--- src/rtl/sc_pkg.sv ---
// Shared types for the sandcastle blanking generator.
// Assumes nothing beyond a two-bit level code on the pad.
package sc_pkg;
    typedef enum logic [1:0] {
        LVL_IDLE  = 2'b00,
        LVL_BLANK = 2'b01,
        LVL_CLAMP = 2'b10
    } sc_level_e;
endpackage

--- src/rtl/sc_line_timer.sv ---
// Tracks the clock position inside the current line and decodes the
// horizontal blanking and clamp key intervals.
// Assumes CLAMP_AT >= HB_CLKS and lines longer than CLAMP_AT+CLAMP_CLKS.
module sc_line_timer #(
    parameter int HB_CLKS    = 4,
    parameter int CLAMP_AT   = 6,
    parameter int CLAMP_CLKS = 3
) (
    input  logic clk,
    input  logic rst_n,
    input  logic line_stb,
    output logic hblank,
    output logic clamp
);
    localparam int POS_MAX = CLAMP_AT + CLAMP_CLKS;
    localparam int POS_W   = $clog2(POS_MAX + 1);

    logic [POS_W-1:0] pos;

    // Position counter: restarts on a line strobe, saturates past the clamp.
    always_ff @(posedge clk) begin
        if (!rst_n)
            pos <= POS_W'(POS_MAX);
        else if (line_stb)
            pos <= '0;
        else if (pos != POS_W'(POS_MAX))
            pos <= pos + 1'b1;
    end

    // Interval decode from the position.
    always_comb begin
        hblank = (int'(pos) < HB_CLKS);
        clamp  = (int'(pos) >= CLAMP_AT) && (int'(pos) < POS_MAX);
    end
endmodule

--- src/rtl/sc_frame_timer.sv ---
// Counts lines of vertical blanking and decodes the guard window.
// Assumes frame_stb coincides with line_stb and VB_LINES > GUARD_LINES + 1.
module sc_frame_timer #(
    parameter int VB_LINES    = 6,
    parameter int GUARD_LINES = 3
) (
    input  logic clk,
    input  logic rst_n,
    input  logic line_stb,
    input  logic frame_stb,
    output logic vblank,
    output logic guard,
    output logic guard_end
);
    localparam int VL_W = $clog2(VB_LINES + 1);

    logic [VL_W-1:0] vline;
    logic            vb_q;

    // Line counter within vertical blanking.
    always_ff @(posedge clk) begin
        if (!rst_n) begin
            vline <= '0;
            vb_q  <= 1'b0;
        end else if (frame_stb) begin
            vline <= '0;
            vb_q  <= 1'b1;
        end else if (line_stb && vb_q) begin
            vline <= vline + 1'b1;
            if (int'(vline) + 1 == VB_LINES)
                vb_q <= 1'b0;
        end
    end

    // Window decode and end-of-window strobe.
    always_comb begin
        vblank    = vb_q;
        guard     = vb_q && (vline >= VL_W'(1)) && (int'(vline) <= GUARD_LINES);
        guard_end = guard && line_stb && !frame_stb && (int'(vline) == GUARD_LINES);
    end
endmodule

--- src/rtl/sc_guard_check.sv ---
// Looks for two consecutive high flyback samples inside the guard window
// and keeps the scan-lost flag, which is updated only when a window closes.
// Assumes guard and guard_end come from the frame timer of the same clock.
module sc_guard_check (
    input  logic clk,
    input  logic rst_n,
    input  logic guard,
    input  logic guard_end,
    input  logic frame_stb,
    input  logic flyback_in,
    output logic vert_loss
);
    logic fb_q;
    logic seen;
    logic pair_now;

    // A valid pair: this sample and the previous one both high, in window.
    always_comb pair_now = guard && flyback_in && fb_q;

    // Sample history and window result bookkeeping.
    always_ff @(posedge clk) begin
        if (!rst_n) begin
            fb_q      <= 1'b0;
            seen      <= 1'b0;
            vert_loss <= 1'b1;
        end else begin
            fb_q <= guard && flyback_in;
            if (guard_end)
                vert_loss <= !(seen || pair_now);
            if (frame_stb || guard_end)
                seen <= 1'b0;
            else if (pair_now)
                seen <= 1'b1;
        end
    end
endmodule

--- src/rtl/sc_blank_guard.sv ---
// Top: composite sandcastle level generator with a vertical scan guard.
// Assumes frame_stb only arrives together with line_stb.
module sc_blank_guard #(
    parameter int HB_CLKS     = 4,
    parameter int CLAMP_AT    = 6,
    parameter int CLAMP_CLKS  = 3,
    parameter int VB_LINES    = 6,
    parameter int GUARD_LINES = 3
) (
    input  logic       clk,
    input  logic       rst_n,
    input  logic       line_stb,
    input  logic       frame_stb,
    input  logic       flyback_in,
    output logic [1:0] level,
    output logic       pad_oe,
    output logic       vert_loss
);
    import sc_pkg::*;

    logic hblank, clamp, vblank, guard, guard_end;
    sc_level_e lvl;

    sc_line_timer #(
        .HB_CLKS(HB_CLKS), .CLAMP_AT(CLAMP_AT), .CLAMP_CLKS(CLAMP_CLKS)
    ) u_line (
        .clk(clk), .rst_n(rst_n), .line_stb(line_stb),
        .hblank(hblank), .clamp(clamp)
    );

    sc_frame_timer #(
        .VB_LINES(VB_LINES), .GUARD_LINES(GUARD_LINES)
    ) u_frame (
        .clk(clk), .rst_n(rst_n), .line_stb(line_stb), .frame_stb(frame_stb),
        .vblank(vblank), .guard(guard), .guard_end(guard_end)
    );

    sc_guard_check u_check (
        .clk(clk), .rst_n(rst_n), .guard(guard), .guard_end(guard_end),
        .frame_stb(frame_stb), .flyback_in(flyback_in), .vert_loss(vert_loss)
    );

    // Level priority: released pad, clamp key, any blanking, idle.
    always_comb begin
        if (guard)
            lvl = LVL_IDLE;
        else if (clamp)
            lvl = LVL_CLAMP;
        else if (vert_loss || vblank || hblank)
            lvl = LVL_BLANK;
        else
            lvl = LVL_IDLE;
        level  = lvl;
        pad_oe = !guard;
    end
endmodule

--- config.mk ---
export PLATFORM = sky130hd
export DESIGN_NAME = sc_blank_guard
export DESIGN_NICKNAME = d
export VERILOG_FILES = /design/src/rtl/sc_pkg.sv /design/src/rtl/sc_line_timer.sv /design/src/rtl/sc_frame_timer.sv /design/src/rtl/sc_guard_check.sv /design/src/rtl/sc_blank_guard.sv
export SDC_FILE = /design/constraint.sdc
export NUM_CORES = 1
export LEC_CHECK = 0
export CAP_MARGIN = 30
export CORE_AREA = 2 2 39 41
export DETAILED_ROUTE_END_ITERATION = 16
export DIE_AREA = 0 0 41 43
export HOLD_SLACK_MARGIN = 0.15
export MAX_ROUTING_LAYER = met4
export PLACE_DENSITY_LB_ADDON = 0.12
export SLEW_MARGIN = 15
export SYNTH_ARGS = -nofsm -noshare
export SYNTH_HDL_FRONTEND = slang
export SYNTH_SLANG_ARGS = --single-unit
export TNS_END_PERCENT = 1
--- constraint.sdc ---
create_clock -name clk -period 3.45 [get_ports clk]
set_input_delay 0.345 -clock clk [delete_from_list [all_inputs] [get_ports clk]]
set_output_delay 0.345 -clock clk [all_outputs]
set_load 0.005 [all_outputs]
### Word-level counts from Yosys, hierarchy flattened

Index checks and enable logic that the tools add are counted.

| operators by class | value |
|---|---|
| reductions and logical operators | 23 |
| multiplexer cells | 8 |
| equality and inequality tests | 3 |
| magnitude comparators | 5 |
| bitwise gates (word level) | 1 |
| add/subtract/negate cells | 3 |

Operators with widths:

| operator | number |
|---|---|
| 32-bit by 4-bit equality test with 1-bit output (second input constant) | 1 |
| 1-bit logical AND | 9 |
| 4-bit two-way mux | 2 |
| 2-bit nonzero test | 3 |
| 2-bit OR reduction | 3 |
| 3-bit by 1-bit adder with 4-bit output (second input constant) | 1 |
| 4-bit by 1-bit adder with 4-bit output (second input constant) | 1 |
| 4-bit by 3-bit greater-or-equal comparator with 1-bit output (second input constant) | 1 |
| 1-bit logical OR | 4 |
| 4-bit by 3-bit < comparator with 1-bit output (second input constant) | 1 |
| 4-bit < comparator (second input constant) | 1 |
| 1-bit two-way mux | 4 |
| 2-bit two-way mux | 2 |
| 4-bit inequality test (second input constant) | 1 |
| 3-bit by 1-bit adder with 3-bit output (second input constant) | 1 |
| 3-bit equality test (second input constant) | 1 |
| 3-bit by 1-bit greater-or-equal comparator with 1-bit output (second input constant) | 1 |
| 3-bit by 2-bit <= comparator with 1-bit output (second input constant) | 1 |
| 1-bit logical NOT | 3 |
| 2-bit AND reduction | 1 |
| 1-bit inverter | 1 |

| storage, ports and cells | value |
|---|---|
| word-level logic and storage cells | 50 |
| output and inout port bits | 4 |
| bits of input ports | 5 |
| flip-flop bits (word level) | 11 |

### Longest topological paths before layout

Gate-level depths: netlist of the first run.

| logic depth | value |
|---|---|
| word-level depth | 8 |
| depth in mapped cells | 6 |
| depth with buffers taken out | 6 |

### Hierarchy

From an unflattened synthesis of the first run, not the netlist that was laid out.

| second synthesis, totals | value |
|---|---|
| cells, all modules | 66 |
| area total of the unflattened synthesis | 660.6 um2 |

By module, submodules not included:

| module | instances | cells an instance | seq. area each (um2) | area an instance (um2) |
|---|---|---|---|---|
| sc_frame_timer | 1 | 30 | 80.1 | 292.8 |
| sc_line_timer | 1 | 23 | 80.1 | 239.0 |
| sc_guard_check | 1 | 9 | 60.1 | 98.8 |
| sc_blank_guard | 1 | 4 | 0.0 | 30.0 |

### Least setup slack after synthesis of the first run

No wires, ideal clock.

| path | value |
|---|---|
| kind | register -> output |
| from | register u_frame.vline[1] |
| to | output level[0] |
| data required time | 3,105 ps |
| slack | 1,682 ps |
| arrival time | 1,423 ps |
| path buffers | 0 |
| cell stages (with the launch flop) | 7 |
| cell sequence | dfxtp_1 inv_1 ha_1 or4_4 o211a_2 inv_1 o311a_1 |

| on the way | value |
|---|---|
| word-level cells in the longest chain between the ends | 4 |
| elaborated cells on any way between the ends | 5 |
| classes of those cells | order compare (2); mux (1); reduce/logical (2) |

Ends and longest elaborated chain:

| item | RTL line | RTL |
|---|---|---|
| start, declared | sc_frame_timer.sv:17 | `logic [VL_W-1:0] vline;` |
| start signal, assigned | sc_frame_timer.sv:29 | `vline <= vline + 1'b1;` |
| 3-bit by 1-bit greater-or-equal comparator with 1-bit output | sc_frame_timer.sv:38 | `guard = vb_q && (vline >= VL_W'(1)) && (int'(vline) <= GUARD_LINES);` |
| 1-bit logical AND | sc_frame_timer.sv:38 |  |
| 1-bit logical AND (*) | sc_frame_timer.sv:38 |  |
| 2-bit two-way mux (*) | sc_blank_guard.sv:45 | `if (guard)` |
| end, declared | sc_blank_guard.sv:15 | `output logic [1:0] level,` |

Mark *: on every way between the ends. The rest lies on a longest branch, timed or not.

### Final worst setup path of the first run

Ends and elaborated chain as after synthesis.

==> impl_results.md, run 1 <==
- Ranking of synthesized cells by area: dfxtp_1 35%, ha_1 16%, inv_1 4.2%
- Largest net degree at the start of global routing: 11
- Global-route wire length before repair: 1.86 mm
- Post-route ant nets: 0
- FP Rows: 14
- GRT Residual Overflow: 0
- RSZ-0062 raised after global routing: false
- Combinational family with the most area after synthesis: simple AND/OR/NAND/NOR gates
- Top_reg_cell synth: dfxtp_1
- Starting DRC count in detailed routing: 4
- HP Class: reg2reg
- GPL Wtd Cong: 0.725
- Cts bufs inserted: 3
- Status: complete, no violations
- Synthesized cell area: 623 µm²
- Die W: 41 µm
- # IOs: 9
- Max-cap violations: 0
- Routed Wire Length: 1.09 mm
- Hold path depth: 1
- R2R Setup Slk: 1550 ps
- Number of fill cells in the layout: 144
- DR vias/cell: 5.16
- WS Path Type: reg2out
- Starting density of the core: 45.0%
- Clk root buf: clkbuf_4
- Cell with the most instances after synthesis: dfxtp_1
- Slew @ Worst Pin: 653 ps
- Syn Area/Cell: 9.44 µm²
- Hold Buf Count CTS: 0
- Vias after detailed routing: 475
- Synthesized flop and latch total: 11
- Final hold violation count: 0
- Area Growth Syn to Fin: 17.9%
- Pleak: 0.000292 µW
- Critical Path AT: 2230 ps
- Min-delay src: u_check.fb_q
- DR WL/cell: 11.9 µm
- Max Freq: 389 MHz
- HPWL Detailed: 819 µm
- Skew-Pair Late Insertion Delay: 260 ps
- Synth unique cells: 26
- Post-synthesis cell count: 66
- Post-synth top area cell: dfxtp_1
- Final nets: 90
- Minimum clock period: 2570 ps
- Reg clk slew, reported paths: 70 ps
- Power Density: 373 mW/mm²
- Sequential area share after synthesis: 35.3%
- Worst reg2reg startpoint: u_frame.vline[0]
- Post-synth EDFFs: 0
- Initial antenna violation count: 0
- Crit end category: output port
- Buffers on Ports: 8
- Post-synthesis mux area share: 3.21%
- Compound-Gate Fraction of Synth Area: 14.9%
- H-tree depth: 1
- Maximum root-to-sink buffer count: 2
- Post-place setup slack: 1160 ps
- Min-Delay Endpoint: u_check.vert_loss
- Crit Path Max Fanout: 6
- Most frequent cells after synthesis: 11 x dfxtp_1, 8 x ha_1, 7 x inv_1
- Chip height: 43 µm
- Clock skew: 0.364 ps
- Synth Area in XOR/XNOR: 5.62%
- Core area: 0.00138 mm²
- Number of global-route vias before repair: 441
- Buffers inserted by post-CTS timing repair: 0
- Post-route clock period utilization: 74.6%
- Worst setup SP type: flip-flop
- First-pass DRT Iterations: 3
- Setup slack after layout: 876 ps
- Net Count, Synth: 79
- Synth Warn #: 0
- Ant diodes: 0
- Ys async rst share: 0%
- Clock sinks: 11
- Final setup fails: 0
- Worst path max stage delay: 490 ps
- Slew headroom: 55.9%
- Synth Area in Adders: 16.1%
- Area share of the largest cell type after synthesis: 35.3%
- Data required, critical path: 3110 ps
- Critical R2R Capture: u_check.vert_loss
- Final Max Tran Viols: 0
- GRT Overall Usage: 16.3%
- DIE AREA: 0.00176 mm²
- Simple-Gate Fraction of Synth Area: 18.3%
- CP Cell Sequence: inv_1 > ha_1 > or4_4 > o211a_2 > inv_1 > o311a_1 > clkdlybuf4s50_1
- DRC: 0
- R2R depth: 6
- Share of layout cells above drive strength 1: 7.89%
- Slowest CP cell: clkdlybuf4s50_1
- CP dominant cell by count: inv_1
- Cts repair resizes: 0
- Worst ir drop on vdd: 0.000208 V
- CTS tree: yes
- Setup TNS: 0 ps
==> worst max path at each step <==
stage / startpoint / to / slack (ps) / cells past startpoint
finish: u_frame.vline[1] / level[0] / 880 / 7
detailed placement: u_frame.vline[1] / level[0] / 1160 / 7
global route: u_frame.vline[1] / level[0] / 740 / 7
floorplan: u_frame.vline[1] / level[0] / 1680 / 6
CTS: u_frame.vline[1] / level[0] / 860 / 7
global placement: u_frame.vline[1] / level[0] / 1190 / 7
==> report_power, final <==
group	switching [µW]	total, µW	internal, µW
logic	19.5	45.3	25.8
clock network	43.4	88.0	44.6
registers	8.17	141	132
==> critical path, delay by kind of cell (launching register included) <==
kind	cells	cell delay (ps)
simple gates	1	410
compound gates	2	320
fa+ha+maj	1	180
buf+inv	3	650
flops	1	410
==> final cells by class <==
| cell class | instances | area [µm²] | share of cell area, % |
|---|---|---|---|
| Sequential cell | 11 | 220 | 30.0 |
| Tap cell | 16 | 20.0 | 2.73 |
| Clock buffer | 4 | 26.3 | 3.58 |
| Timing Repair Buffer | 8 | 80.1 | 10.9 |
| Inverter | 7 | 26.3 | 3.58 |
| Multi-Input combinational cell | 46 | 362 | 49.2 |
==> flip-flops by register name (all words and copies together) (netlist names) <==
name,cells
u_check.fb_q,1
u_check.seen,1
u_check.vert_loss,1
u_frame.vblank,1
u_frame.vline,3
u_line.pos,4
==> logic make-up after synthesis <==
logic type                 Yosys count
AOI/OAI and AO/OA                   14
xor gates and xnor gates             4
adders and majority gates            8
buffers and inverters                9
DFF                                 11
muxes                                2
and+or+nand+nor                     18
==> per-layer routing <==
| metal | part of all wire, % | global-route usage, % | routed length [µm] | vias to the layer above |
|---|---|---|---|---|
| li1 | - | - | - | 253 |
| met1 | 50 | 21.9 | 551 | 213 |
| met2 | 45 | 21.9 | 494 | 7 |
| met3 | 3.1 | 3.14 | 34 | 2 |
| met4 | 1.3 | 10.0 | 14 | 0 |
| met5 | 0 | - | 0 | - |
==> placed cells by master, fill, tap and decap left out <==
cell type        Yosys  routed
xnor2_1              1       1
a31oi_1              1       1
clkbuf_1             0       1
clkbuf_4             0       3
xor2_1               3       3
nor3_1               1       1
o21ai_0              3       3
nor2b_1              2       2
and4b_1              1       1
inv_1                7       7
nand3_1              2       2
a21oi_1              5       5
o211a_2              1       1
ha_1                 8       8
a311oi_1             2       2
o311a_1              1       1
mux2i_1              2       2
or4_4                1       1
nor3b_1              1       1
clkdlybuf4s50_1      0       8
nand2_1              2       2
and3_4               1       1
nor4b_1              1       1
nor2_1               4       4
dfxtp_1             11      11
nand2b_1             1       1
a32oi_1              1       1
nand4b_1             1       1
==> stage by stage <==
stage | instances | power, µW | instance area, µm² | hold WS [ps] | utilization (%)
3_3_place_gp | 88 | 188 | 708 | 472 | 51.2
6_report | 92 | 274 | 734 | 490 | 53.1
5_1_grt | 92 | 290 | 734 | 499 | 53.1
4_1_cts | 92 | 278 | 734 | 484 | 53.1
3_5_place_dp | 88 | 189 | 708 | 472 | 51.2
2_1_floorplan | 66 | 171 | 623 | 421 | -
(Power assumes the default switching activity.)
==> inputs of run 2 (changes only) <==
Settings changed: CORE_AREA 2 2 39 41 to 2 2 41 43, DIE_AREA 0 0 41 43 to 0 0 43 45.
Clock period 3.45 ns to 2.05 ns, I/O delays scaled along.
==> impl_results.md, run 2 (same netlist as run 1, synthesis figures left out) <==
- Number of fill cells in the layout: 137 (was 144)
- Starting DRC count in detailed routing: 12 (was 4)
- FP Rows: 14 (unchanged)
- Most flops, register: u_line.pos (unchanged)
- GPL Wtd Cong: 0.795 (was 0.725)
- HP Class: reg2reg (unchanged)
- FF/Latch Area: 223 µm² (was 220 µm²)
- Post-route ant nets: 0 (unchanged)
- Worst setup SP type: flip-flop (unchanged)
- Post-route clock period utilization: 94.6%
- Reg clk slew, reported paths: 70 ps (about the same)
- WS Path Type: reg2out (unchanged)
- Power Density: 593 mW/mm² (was 373 mW/mm²)
- Status: complete, no violations (unchanged)
- Die W: 43 µm (was 41 µm)
- CP Cell Sequence: buf_4 > or4_4 > o211a_4 > nor2_1 > dlygate4sd2_1 (was inv_1 > ha_1 > or4_4 > o211a_2 > inv_1 > o311a_1 > clkdlybuf4s50_1)
- First-pass DRT Iterations: 4 (was 3)
- Largest registers: u_line.pos: 4 flops, u_frame.vline: 3 flops (unchanged)
- # IOs: 9 (unchanged)
- Buffers on Ports: 8 (unchanged)
- Worst ir drop on vdd: 0.000324 V (was 0.000208 V)
- Data required, critical path: 1850 ps (was 3110 ps)
- HPWL Detailed: 929 µm (was 819 µm)
- Final Max Tran Viols: 0 (unchanged)
- Starting density of the core: 42.3% (was 45.0%)
- Clock skew: 8.17 ps (was 0.364 ps)
- Slew @ Worst Pin: 291 ps (was 653 ps)
- Post-place setup slack: 8.40 ps (was 1160 ps)
- RSZ-0062 raised after global routing: false (unchanged)
- Cts bufs inserted: 3 (unchanged)
- GRT Residual Overflow: 0 (unchanged)
- Power Total: 464 µW (was 274 µW)
- Worst path max stage delay: 530 ps (was 490 ps)
- Setup slack after layout: 112 ps (was 876 ps)
- Maximum root-to-sink buffer count: 2 (unchanged)
- Area of the multi-input gates: 369 µm² (was 362 µm²)
- Routed Wire Length: 1.20 mm (was 1.09 mm)
- Most common cell after layout, fill and taps aside: dfxtp_1 (unchanged)
- GRT Overall Usage: 14.5% (was 16.3%)
- Share of layout cells above drive strength 1: 18.3% (was 7.89%)
- Number of global-route vias before repair: 485 (was 441)
- Crit Path Max Fanout: 5 (was 6)
- Max Freq: 516 MHz
- Pleak: 0.000327 µW (was 0.000292 µW)
- DRC: 0 (unchanged)
- CTS tree: yes (unchanged)
- DR vias/cell: 5.26 (was 5.16)
- Buffers inserted by post-CTS timing repair: 0 (unchanged)
- Core area: 0.00147 mm² (was 0.00138 mm²)
- Area Growth Syn to Fin: 25.5% (was 17.9%)
- Skew-Pair Late Insertion Delay: 270 ps (was 260 ps)
- Final setup fails: 0 (unchanged)
- Largest net degree at the start of global routing: 10 (was 11)
- Minimum clock period: 1940 ps
- Vias after detailed routing: 515 (was 475)
- DIE AREA: 0.00194 mm² (was 0.00176 mm²)
- Final hold violation count: 0 (unchanged)
- Clk root buf: clkbuf_4 (unchanged)
- Chip height: 45 µm (was 43 µm)
- Ant diodes: 0 (unchanged)
- Delay-heaviest family, CP: simple AND/OR/NAND/NOR gates (was buffers and inverters)
- Max-cap violations: 0 (unchanged)
- Slowest CP cell: or4_4 (was clkdlybuf4s50_1)
- Global-route wire length before repair: 2.01 mm (was 1.86 mm)
- Slew headroom: 80.6% (was 55.9%)
- Buf/Inv on CP: 2 (was 3)
- H-tree depth: 1 (unchanged)
- Critical Path AT: 1730 ps (was 2230 ps)
- DR WL/cell: 12.3 µm (was 11.9 µm)
- Max reg flops: 4 (unchanged)
- Initial antenna violation count: 0 (unchanged)
- Commonest cells after routing, fill and taps aside: 9 x dfxtp_1, 8 x ha_1, 7 x inv_1 (was 11 x dfxtp_1, 8 x ha_1, 8 x clkdlybuf4s50_1)
- Setup TNS: 0 ps (unchanged)
- Final nets: 96 (was 90)
- Crit end category: output port (unchanged)
- Clock sinks: 11 (unchanged)
==> run 2: where the power goes <==
part | internal [µW] | leakage (µW) | switching, µW
clock network | 75.2 | 0.0000150 | 70.7
logic | 45.4 | 0.000221 | 38.2
registers | 223 | 0.0000910 | 11.1
==> run 2: final timing paths <==
path | start | endpoint | slack, ps | cells past startpoint
worst max-delay path | u_frame.vline[1] | level[1] | 110 | 5
worst min-delay path | u_check.fb_q | u_check.vert_loss | 480 | 1
worst max register to register | u_frame.vline[1] | u_check.vert_loss | 360 | 6
worst min register to register | u_check.fb_q | u_check.vert_loss | 480 | 1
==> run 2: layout make-up <==
cell class | count | area share, %
Inverter | 7 | 3.36
Tap cell | 16 | 2.56
Sequential cell | 11 | 28.5
Timing Repair Buffer | 14 | 15.0
Multi-Input combinational cell | 46 | 47.2
Clock buffer | 4 | 3.36
==> run 2: stage by stage <==
stage                     std cells  hold WS, ps  area [µm²]  util, %
after floorplan                  66          281         623        -
after global placement           94          458         753     51.2
after global routing             98          488         782     53.1
after CTS                        98          481         786     53.4
after detailed placement         94          470         753     51.2
final                            98          481         782     53.1
==> run 2: what timing repair did <==
| item | 4_1_cts | 5_1_grt |
|---|---|---|
| cloned | 0 | 0 |
| hold buffers | 0 | 0 |
| endpoints found under the setup margin | 3 | 1 |
| gates resized for setup | 6 | 2 |
==> run 2: layer usage <==
metal,vias up,track usage (%),routed length (µm)
met4,0,3.03,10
met1,231,17.0,571
li1,266,-,-
met2,16,23.6,543
met5,-,-,0
met3,2,6.00,78
==> run 2: worst reg2reg max path, delay by kind of cell (launching register included) <==
family | cells | cell delay [ps]
AO/OA/AOI/OAI | 2 | 330
buffers and inverters | 2 | 270
flip-flops | 1 | 320
AND/OR/NAND/NOR | 2 | 700
